File: config.mk
export PLATFORM = sky130hd
export DESIGN_NAME = data_xlate
export DESIGN_NICKNAME = d
export VERILOG_FILES = /design/src/rtl/dxl_pkg.sv /design/src/rtl/dxl_mode_sel.sv /design/src/rtl/dxl_classify.sv /design/src/rtl/dxl_fault_regs.sv /design/src/rtl/data_xlate.sv
export SDC_FILE = /design/constraint.sdc
export NUM_CORES = 1
export LEC_CHECK = 0
export ABC_AREA = 1
export CAP_MARGIN = 20
export CORE_MARGIN = 3
export CORE_UTILIZATION = 30
export DETAILED_ROUTE_END_ITERATION = 6
export HOLD_SLACK_MARGIN = 0.05
export PLACE_DENSITY = 0.68
export SYNTH_ARGS = -nofsm -noshare
export SYNTH_HDL_FRONTEND = slang
export SYNTH_SLANG_ARGS = --single-unit
File: constraint.sdc
create_clock -name clk -period 2.03 [get_ports clk]
set_input_delay 0.203 -clock clk [delete_from_list [all_inputs] [get_ports clk]]
set_output_delay 0.203 -clock clk [all_outputs]
set_load 0.01 [all_outputs]
File: src/rtl/dxl_pkg.sv
package dxl_pkg;
  localparam int OPC_W   = 6;
  localparam int REGN_W  = 5;
  localparam int CAUSE_W = 6;
  localparam int NMODE   = 4;

  localparam int CB_WR    = 0;
  localparam int CB_ACV   = 1;
  localparam int CB_FONR  = 2;
  localparam int CB_FONW  = 3;
  localparam int CB_MISS  = 4;
  localparam int CB_BADVA = 5;

  typedef enum logic [2:0] {
    XC_OK    = 3'd0,
    XC_ACV   = 3'd1,
    XC_FAULT = 3'd2,
    XC_MISS  = 3'd3,
    XC_DMISS = 3'd4
  } xcode_e;

  typedef enum logic [1:0] {
    PM_KERNEL = 2'd0,
    PM_EXEC   = 2'd1,
    PM_SUPER  = 2'd2,
    PM_USER   = 2'd3
  } pmode_e;
endpackage

File: src/rtl/dxl_mode_sel.sv
module dxl_mode_sel
  import dxl_pkg::*;
(
  input  logic       priv_mode,
  input  logic       use_alt,
  input  logic [1:0] cur_mode,
  input  logic [1:0] alt_mode,
  output pmode_e     eff_mode
);
  always_comb begin
    if (!priv_mode)   eff_mode = pmode_e'(cur_mode);
    else if (use_alt) eff_mode = pmode_e'(alt_mode);
    else              eff_mode = PM_KERNEL;
  end
endmodule

File: src/rtl/dxl_classify.sv
module dxl_classify
  import dxl_pkg::*;
#(
  parameter int AW      = 64,
  parameter int VA_W    = 43,
  parameter int PA_W    = 40,
  parameter int PG_BITS = 13,
  localparam int PFN_W  = PA_W - PG_BITS
) (
  input  logic [AW-1:0]      va,
  input  logic               write,
  input  logic               pte_fetch,
  input  pmode_e             eff_mode,
  input  logic [1:0]         cur_mode,
  input  logic [1:0]         sp_en,
  input  logic               tlb_hit,
  input  logic [PFN_W-1:0]   tlb_pfn,
  input  logic [NMODE-1:0]   tlb_rd_en,
  input  logic [NMODE-1:0]   tlb_wr_en,
  input  logic               tlb_fonr,
  input  logic               tlb_fonw,
  output logic [PA_W-1:0]    pa,
  output logic               uncached,
  output xcode_e             code,
  output logic [CAUSE_W-1:0] cause
);
  logic canon, spage, rd_ok, wr_ok;
  logic [PA_W-1:0] pa_raw;
  logic unused_va_bits;

  assign canon = (&va[AW-1:VA_W-1]) | ~(|va[AW-1:VA_W-1]);
  assign spage = sp_en[1] && (va[VA_W-1:VA_W-2] == 2'b10);
  assign rd_ok = tlb_rd_en[eff_mode];
  assign wr_ok = tlb_wr_en[eff_mode];
  assign unused_va_bits = ^{va[VA_W-3:PA_W], sp_en[0]};

  always_comb begin
    code   = XC_OK;
    cause  = '0;
    pa_raw = '0;
    if (!canon) begin
      code            = XC_FAULT;
      cause[CB_WR]    = write;
      cause[CB_ACV]   = 1'b1;
      cause[CB_BADVA] = 1'b1;
    end else if (spage) begin
      if (cur_mode != PM_KERNEL) begin
        code          = XC_ACV;
        cause[CB_WR]  = write;
        cause[CB_ACV] = 1'b1;
      end else begin
        pa_raw = va[PA_W-1:0];
      end
    end else if (!tlb_hit) begin
      code           = pte_fetch ? XC_DMISS : XC_MISS;
      cause[CB_WR]   = write;
      cause[CB_MISS] = 1'b1;
    end else begin
      pa_raw = {tlb_pfn, va[PG_BITS-1:0]};
      if (write) begin
        if (!wr_ok) begin
          code           = XC_FAULT;
          cause[CB_WR]   = 1'b1;
          cause[CB_ACV]  = 1'b1;
          cause[CB_FONW] = tlb_fonw;
        end else if (tlb_fonw) begin
          code           = XC_FAULT;
          cause[CB_WR]   = 1'b1;
          cause[CB_FONW] = 1'b1;
        end
      end else begin
        if (!rd_ok) begin
          code           = XC_ACV;
          cause[CB_ACV]  = 1'b1;
          cause[CB_FONR] = tlb_fonr;
        end else if (tlb_fonr) begin
          code           = XC_FAULT;
          cause[CB_FONR] = 1'b1;
        end
      end
    end
    pa       = (code == XC_OK) ? pa_raw : '0;
    uncached = (code == XC_OK) & pa_raw[PA_W-1];
  end
endmodule

File: src/rtl/dxl_fault_regs.sv
module dxl_fault_regs
  import dxl_pkg::*;
#(
  parameter int AW      = 64,
  parameter int VA_W    = 43,
  parameter int PG_BITS = 13,
  localparam int ST_W   = OPC_W + REGN_W + CAUSE_W
) (
  input  logic               clk,
  input  logic               rst_n,
  input  logic               cap_req,
  input  logic               va_rd,
  input  logic [AW-1:0]      va,
  input  logic [OPC_W-1:0]   opcode,
  input  logic [REGN_W-1:0]  regn,
  input  logic [CAUSE_W-1:0] cause,
  input  logic [AW-1:0]      pt_base,
  output logic [AW-1:0]      fault_va,
  output logic [ST_W-1:0]    fault_stat,
  output logic [AW-1:0]      fault_fva
);
  logic lock_q, cap;

  assign cap = cap_req && (!lock_q || va_rd);

  always_ff @(posedge clk) begin
    if (!rst_n) begin
      lock_q     <= 1'b0;
      fault_va   <= '0;
      fault_stat <= '0;
      fault_fva  <= '0;
    end else begin
      if (cap) begin
        lock_q     <= 1'b1;
        fault_va   <= va;
        fault_stat <= {opcode, regn, cause};
        fault_fva  <= pt_base | (AW'(va[VA_W-1:PG_BITS]) << 3);
      end else if (va_rd) begin
        lock_q <= 1'b0;
      end
    end
  end

  assert_lock_hold_R11: assert property (@(posedge clk) disable iff (!rst_n)
    (lock_q && !va_rd) |=> ($stable(fault_va) && $stable(fault_stat) && $stable(fault_fva)));

  assert_stat_fields_R9: assert property (@(posedge clk) disable iff (!rst_n)
    cap |=> (fault_stat[ST_W-1:ST_W-OPC_W] == $past(opcode)) &&
            (fault_stat[CAUSE_W+REGN_W-1:CAUSE_W] == $past(regn)));

  assert_rd_unlock_R11: assert property (@(posedge clk) disable iff (!rst_n)
    (cap_req && va_rd) |=> (fault_va == $past(va)));
endmodule

File: src/rtl/data_xlate.sv
module data_xlate
  import dxl_pkg::*;
#(
  parameter int AW      = 64,
  parameter int VA_W    = 43,
  parameter int PA_W    = 40,
  parameter int PG_BITS = 13,
  localparam int PFN_W  = PA_W - PG_BITS,
  localparam int ST_W   = OPC_W + REGN_W + CAUSE_W
) (
  input  logic               clk,
  input  logic               rst_n,
  input  logic               req_valid,
  output logic               req_ready,
  input  logic [AW-1:0]      req_va,
  input  logic               req_write,
  input  logic               req_alt,
  input  logic               req_pte,
  input  logic [OPC_W-1:0]   req_opcode,
  input  logic [REGN_W-1:0]  req_reg,
  input  logic               priv_mode,
  input  logic [1:0]         cur_mode,
  input  logic [1:0]         alt_mode,
  input  logic [1:0]         sp_en,
  input  logic [AW-1:0]      pt_base,
  input  logic               tlb_hit,
  input  logic [PFN_W-1:0]   tlb_pfn,
  input  logic [NMODE-1:0]   tlb_rd_en,
  input  logic [NMODE-1:0]   tlb_wr_en,
  input  logic               tlb_fonr,
  input  logic               tlb_fonw,
  output logic               rsp_valid,
  input  logic               rsp_ready,
  output logic [PA_W-1:0]    rsp_pa,
  output logic               rsp_uncached,
  output logic [2:0]         rsp_code,
  input  logic               va_rd,
  output logic [AW-1:0]      fault_va,
  output logic [ST_W-1:0]    fault_stat,
  output logic [AW-1:0]      fault_fva
);
  pmode_e             eff_mode;
  logic [PA_W-1:0]    c_pa;
  logic               c_unc;
  xcode_e             c_code;
  logic [CAUSE_W-1:0] c_cause;
  logic               accept;

  assign req_ready = !rsp_valid || rsp_ready;
  assign accept    = req_valid && req_ready;

  dxl_mode_sel u_mode (
    .priv_mode (priv_mode),
    .use_alt   (req_alt),
    .cur_mode  (cur_mode),
    .alt_mode  (alt_mode),
    .eff_mode  (eff_mode)
  );

  dxl_classify #(.AW(AW), .VA_W(VA_W), .PA_W(PA_W), .PG_BITS(PG_BITS)) u_cls (
    .va        (req_va),
    .write     (req_write),
    .pte_fetch (req_pte),
    .eff_mode  (eff_mode),
    .cur_mode  (cur_mode),
    .sp_en     (sp_en),
    .tlb_hit   (tlb_hit),
    .tlb_pfn   (tlb_pfn),
    .tlb_rd_en (tlb_rd_en),
    .tlb_wr_en (tlb_wr_en),
    .tlb_fonr  (tlb_fonr),
    .tlb_fonw  (tlb_fonw),
    .pa        (c_pa),
    .uncached  (c_unc),
    .code      (c_code),
    .cause     (c_cause)
  );

  dxl_fault_regs #(.AW(AW), .VA_W(VA_W), .PG_BITS(PG_BITS)) u_freg (
    .clk        (clk),
    .rst_n      (rst_n),
    .cap_req    (accept && (c_code != XC_OK)),
    .va_rd      (va_rd),
    .va         (req_va),
    .opcode     (req_opcode),
    .regn       (req_reg),
    .cause      (c_cause),
    .pt_base    (pt_base),
    .fault_va   (fault_va),
    .fault_stat (fault_stat),
    .fault_fva  (fault_fva)
  );

  always_ff @(posedge clk) begin
    if (!rst_n) begin
      rsp_valid    <= 1'b0;
      rsp_pa       <= '0;
      rsp_uncached <= 1'b0;
      rsp_code     <= XC_OK;
    end else begin
      if (accept) begin
        rsp_valid    <= 1'b1;
        rsp_pa       <= c_pa;
        rsp_uncached <= c_unc;
        rsp_code     <= c_code;
      end else if (rsp_ready) begin
        rsp_valid <= 1'b0;
      end
    end
  end

  assert_rsp_hold_R1: assert property (@(posedge clk) disable iff (!rst_n)
    (rsp_valid && !rsp_ready) |=> (rsp_valid && $stable(rsp_pa) && $stable(rsp_code)));

  assert_kseg_bypass_R4: assert property (@(posedge clk) disable iff (!rst_n)
    (accept && (&req_va[AW-1:VA_W-1]) && !req_va[VA_W-2] && sp_en[1] && (cur_mode == 2'd0))
      |=> (rsp_code == 3'd0) && (rsp_pa == $past(req_va[PA_W-1:0])));

  assert_miss_code_R5: assert property (@(posedge clk) disable iff (!rst_n)
    (accept && !tlb_hit && (req_va[AW-1:VA_W-1] == '0))
      |=> (rsp_code == 3'd3 || rsp_code == 3'd4));
endmodule

* After elaboration in Yosys (flattened, before gate mapping) *
Index checks and enable logic that the tools add are counted.

storage, ports and cells
  output and inout port bits = 191
  word-level logic and storage cells = 74
  input bits = 192
  register bits = 191

operators by class
  $lt $le $gt $ge = 1
  mux-type cells = 45
  reduce and logical (&&, ||, !) cells = 15
  eq/ne operators = 1
  bitwise operators = 4

operators by type and width
  cell                                                 count
  two-way mux 40 bit                                   5
  bitwise OR 64 x 33 -> 64 bit                         1
  two-way mux 3 bit                                    10
  AND reduction 22 bit                                 1
  OR reduction 22 bit                                  1
  two-way mux 1 bit                                    21
  two-way mux 2 bit                                    7
  nonzero test 2 bit                                   3
  binary-select mux 1 bit (select 2 bit)               2
  logical AND 1 bit                                    4
  zero test 3 bit                                      1
  < comparator 2 x 3 -> 1 bit (second input constant)  1
  nonzero test 3 bit                                   1
  equality test 2 bit (second input constant)          1
  zero test 1 bit                                      2
  logical OR 1 bit                                     2
  AND 1 bit                                            1
  NOT 1 bit                                            1
  bitwise OR 1 bit                                     1

* Logic depth before layout (Yosys ltp) *
  depth after elaboration = 13
  mapped depth = 17
  mapped depth without buffers = 15

* Modules after synthesis *
Synthesis repeated with hierarchy kept, for this count alone.

unflattened totals
  cells, all modules = 1456
  area, all modules = 9430.3 sq um

by module, submodules not included
  module          cells an instance  area each (sq um)  instances
  dxl_fault_regs  965                6307.3             1
  data_xlate      295                2014.4             1
  dxl_classify    189                1079.8             1
  dxl_mode_sel    7                  28.8               1

* Worst setup path after synthesis *
OpenSTA, ideal clock, no wires.

  path type = in2reg
  from = in req_va[44]
  to = reg u_freg.fault_fva[10]
  setup slack = 0.312 ns
  setup time = 0.113 ns
  buffers on the path = 2
  arrival time = 1.605 ns
  required time = 1.917 ns
  stages on the path = 13
  cells stage by stage = or2_0 > nor2_1 > nand3_1 > nand2_1 > nand3_1 > nand2_1 > inv_2 > nand3_4 > nand3_4 > buf_4 > buf_4 > nor2_1 > nor2_1

between the ends
  word-level cells in the longest chain between the ends = 7
  elaborated cells on any way between the ends = 8
  those cells by class = 1 x mux; 2 x bitwise; 5 x reduce/logical

ends and longest elaborated chain
  item                  line                  RTL
  start, declared       data_xlate.sv:15      input logic [AW-1:0] req_va,
  OR reduction 22 bit   dxl_classify.sv:31    assign canon = (&va[AW-1:VA_W-1]) | ~(|va[AW-1:VA_W-1]);
  NOT 1 bit             dxl_classify.sv:31
  bitwise OR 1 bit *    dxl_classify.sv:31
  two-way mux 3 bit *   dxl_classify.sv:41    if (!canon) begin
  nonzero test 3 bit *  data_xlate.sv:82      .cap_req (accept && (c_code != XC_OK)),
  logical AND 1 bit *   data_xlate.sv:82
  logical AND 1 bit *   dxl_fault_regs.sv:24  assign cap = cap_req && (!lock_q || va_rd);
  end signal, assigned  dxl_fault_regs.sv:37  fault_fva <= pt_base | (AW'(va[VA_W-1:PG_BITS]) << 3);
  end, declared         dxl_fault_regs.sv:20  output logic [AW-1:0] fault_fva

Mark *: on every way between the ends. The rest lies on a longest branch, timed or not.
A chain may end at the register's enable or synchronous reset.

* Final worst setup path *
  from = in alt_mode[1]
  to = reg u_freg.fault_fva[33]

between the ends
  word-level cells in the longest chain between the ends = 12
  elaborated cells on any way between the ends = 15
  those cells by class = 12 x mux; 3 x reduce/logical

ends and longest elaborated chain
  item                                                       line                                    RTL
  start, declared                                            data_xlate.sv:23                        input logic [1:0] alt_mode,
  two-way mux 2 bit *                                        dxl_mode_sel.sv:12                      else if (use_alt) eff_mode = pmode_e'(alt_mode);
  two-way mux 2 bit *                                        dxl_mode_sel.sv:11                      if (!priv_mode) eff_mode = pmode_e'(cur_mode);
  binary-select mux 1 bit (select 2 bit) (on tied branches)  dxl_classify.sv:33, dxl_classify.sv:34
  two-way mux 1 bit (on tied branches)                       dxl_classify.sv:33, dxl_classify.sv:34
  two-way mux 3 bit (on tied branches)                       dxl_classify.sv:72, dxl_classify.sv:61
  two-way mux 3 bit *                                        dxl_classify.sv:60                      if (write) begin
  two-way mux 3 bit *                                        dxl_classify.sv:54                      end else if (!tlb_hit) begin
  two-way mux 3 bit *                                        dxl_classify.sv:46                      end else if (spage) begin
  two-way mux 3 bit *                                        dxl_classify.sv:41
  nonzero test 3 bit *                                       data_xlate.sv:82
  logical AND 1 bit *                                        data_xlate.sv:82
  logical AND 1 bit *                                        dxl_fault_regs.sv:24

Mark *: on every way between the ends. The rest lies on a longest branch, timed or not. The select of a mux whose other input is x is not followed.

==> flow_summary.toml <==
[outcome]
outcome = "completed"

[yosys]
synth_cell_types = 28
synth_xor_area_share_pct = 0
ys_seq_area_share_pct = 42.79
synth-compound-area-share_pct = 4.814
synthSimpleGateAreaFrac_pct = 37.99
yosysWarnings = 0
synth_seq_cells = 190
synth_nets = 1582
synth_top_family_by_area = "simple AND/OR/NAND/NOR gates"
synthAdderAreaFrac_pct = 0
ys_top_cells_by_area = "dfxtp_1 (43%), nand2_1 (17%), nor2_1 (13%)"
muxShareOfSynthArea_pct = 0
postSynthCellCount = 1390
synth_top_cell_area_share_pct = 42.79
yosysTopAreaCell = "dfxtp_1"
syn_area_per_cell_um2 = 6.395
syn-cell-area_um2 = 8889

[cts]
cts_buffers = 17
htreeDepth = 4
clock-sinks = 190
cts_buffer_depth = 2
insertion_delay_ns = 0.44
cts_root_buf = "clkbuf_16"
clk_pin_slew_ns = 0.07
postCtsHoldBufs = 0
cts_tree = "done"

[place]
dp_hpwl_mm = 23.43
port_buffers = 381
place_congestion = 0.8300
dpl.cell_count = 2160
place_area_um2 = 13630

[pwr]
p_comb_share_pct = 25.0
p_seq_share_pct = 41.8
p_per_area_nw_per_um2 = 681.8
switching_power_w = 0.002829
ir_worst_vdd_mv = 0.5127
power.leakage_nw = 7.034
power.internal_w = 0.007128
switching_share_pct = 28.42
power_frac_clock_pct = 33.2

[worst_setup_path]
timing.rr.start = "rsp_valid"
worstReg2RegEnd = "u_freg.fault_fva[28]"
cp-start-kind = "primary input"
path_class = "in2reg"
cp.required_ns = 2.36
rr_worst_depth = 8
critPathMaxFanout = 9
crit_start = "alt_mode[1]"
worstPathArrival_ns = 2.25
end_kind = "flip-flop"
r2r_setup_slack_ns = 0.33

[run]
maxCapViolations = 0

[cells_and_area]
final_cell_area_um2 = 14600
final-seq-area_um2 = 3804
final_cells = 2204
syn_to_final_growth_pct = 64.30
multi_input_area_um2 = 3904
finalNetCount = 1997
drive_gt1_share_pct = 10.34
fillCellCount = 2764

[floorplanning]
core_um2 = 28940
row_count = 62
initial_core_util_pct = 30.72
dieArea_um2 = 31730
die_h_um = 178.1
io_pins = 383
fp.dieW_um = 178.1

[sta]
final-hold-violation-count = 0
fmax_ghz = 0.5213
drv_slew = 0
setup_viol_count_final = 0
relSlewSlack_pct = 67.99
period_share_pct = 94.49
fin_crit_ns = 1.918
tightestPinTransition_ns = 0.4796
finClkSkew_ns = 0.008816

[global_route]
overflow = 0
antenna_found_initial = 4
grt_pass1_wl_mm = 46.78
grt_pass1_vias = 8936
grt_start_max_net_pins = 92
grt_usage_pct = 18.68

[drt]
drt_iter0_drc = 509
vias = 9532
viasPerCell = 4.325
wirelength_mm = 31.91
drcViolationCount = 0
drt.antenna.violating_nets = 0
avgRoutedWirePerCell_um = 14.48
first_pass_iters = 5

[worst_hold_path]
hp-start = "req_va[50]"
hp-class = "in2reg"
min_path_cells = 3
hold_end = "u_freg.fault_va[50]"
per-layer routing:
metal	part of all wire, %	vias to the layer above	global-route usage, %
met1	44	4228	23.37
met3	5.9	41	4.619
met5	0	-	0
met4	2.7	0	6.675
met2	47	290	31.21
li1	-	4973	-
kinds of logic (layout without fill, tap and decap cells):
group / Yosys count / in the layout
AND/OR/NAND/NOR: 824 / 824
buffers and inverters: 306 / 734
flip-flops: 190 / 190
AO/OA/AOI/OAI: 70 / 70
other: 0 / 2
Yosys cell counts:
cell / instances
nand2_1: 393
nor2_1: 306
inv_1: 223
dfxtp_1: 190
nand3_1: 50
clkbuf_1: 39
nand4_1: 35
or2_2: 30
o211ai_1: 27
a21oi_1: 21
buf_2: 15
o21ai_0: 14
buf_6: 12
a31oi_1: 6
buf_4: 6
inv_2: 6
buf_1: 4
nand3_4: 2
nand3b_1: 2
clkinv_1: 1
nand2_2: 1
nand2_4: 1
nand3_2: 1
nor3_1: 1
nor3b_1: 1
o21a_1: 1
o21ai_1: 1
or2_0: 1
flip-flops by register name, indices dropped and copies added, names as in the netlist:
name,count
u_freg.fault_fva,64
u_freg.fault_va,64
rsp_pa,39
u_freg.fault_stat,17
rsp_code,3
rsp_uncached,1
rsp_valid,1
u_freg.lock_q,1
worst max-delay path: stages:
cell	delay [ns]
clkdlybuf4s50_1	0.48
nand2_2	0.08
o21ai_4	0.19
nand3_1	0.12
nand3_2	0.10
nand2_1	0.05
nand2_1	0.07
nand2_1	0.07
inv_2	0.07
nand3_4	0.09
nand3_4	0.17
buf_12	0.20
buf_4	0.18
nand2_1	0.05
nand2_1	0.05
nor2_1	0.04
placed cells by master, fill, tap and decap left out, types with 4 or more instances in the layout:
cell type	instances
nand2_1	387
clkdlybuf4s50_1	353
nor2_1	300
inv_1	221
dfxtp_1	190
buf_4	59
nand3_1	45
nand4_1	35
or2_2	30
o211ai_1	27
dlymetal6s2s_1	27
clkbuf_16	25
a21oi_1	20
buf_12	19
o21ai_0	13
inv_2	8
nor2_2	6
nand2_2	6
a31oi_1	6
buf_6	5
nand3_2	4
nand3_4	4
inv_6	4
clkinv_2	4
stage by stage:
stage          TNS (ns)  total power [W]  hold slack [ns]  util, %  setup slack, ns
2_1_floorplan         0         0.005267           0.3379        -           0.3124
3_3_place_gp     -71.04         0.006606           0.4518    47.12          -0.4266
3_5_place_dp     -83.86         0.006640           0.4573    47.12          -0.5111
4_1_cts               0         0.009973          0.09234    49.10         0.001608
5_1_grt         -0.4335          0.01048          0.06175    50.47         -0.03336
6_report              0         0.009957          0.06900    50.47           0.1118
worst max-delay path by stage:
stage                                 to  slack (ns)
CTS                  u_freg.fault_va[51]       0.002
floorplan           u_freg.fault_fva[10]        0.31
finish              u_freg.fault_fva[33]        0.11
global route        u_freg.fault_stat[8]       -0.03
detailed placement  u_freg.fault_fva[45]       -0.51
global placement    u_freg.fault_fva[11]       -0.43
power groups by stage:
stage / Combinational [W] / Sequential (W) / Clock (W)
after floorplan: 0.000899 / 0.00437 / 0
after global placement: 0.00237 / 0.00424 / 0
after detailed placement: 0.00239 / 0.00425 / 0
after CTS: 0.00241 / 0.00416 / 0.00340
after global routing: 0.00274 / 0.00419 / 0.00354
final: 0.00249 / 0.00416 / 0.00330
what timing repair did:
| item | CTS | global route |
|---|---|---|
| gates resized for setup | 2 | 57 |
| buffers inserted | 0 | 2 |
| gates cloned | 0 | 8 |
| setup endpoints to repair | 103 | 177 |
| endpoints found under the hold margin | 0 | 0 |
| pin swaps | 0 | 17 |
cell type report:
type / instances / share of cell area, %
antenna: 2 / 0.03427
clock buffer: 20 / 3.127
clock inverter: 12 / 0.7539
inverter: 230 / 5.929
multi-input combinational: 894 / 26.73
sequential: 190 / 26.05
tap: 384 / 3.290
timing repair buffer: 472 / 34.09
Power figures use the tool's default switching activity.
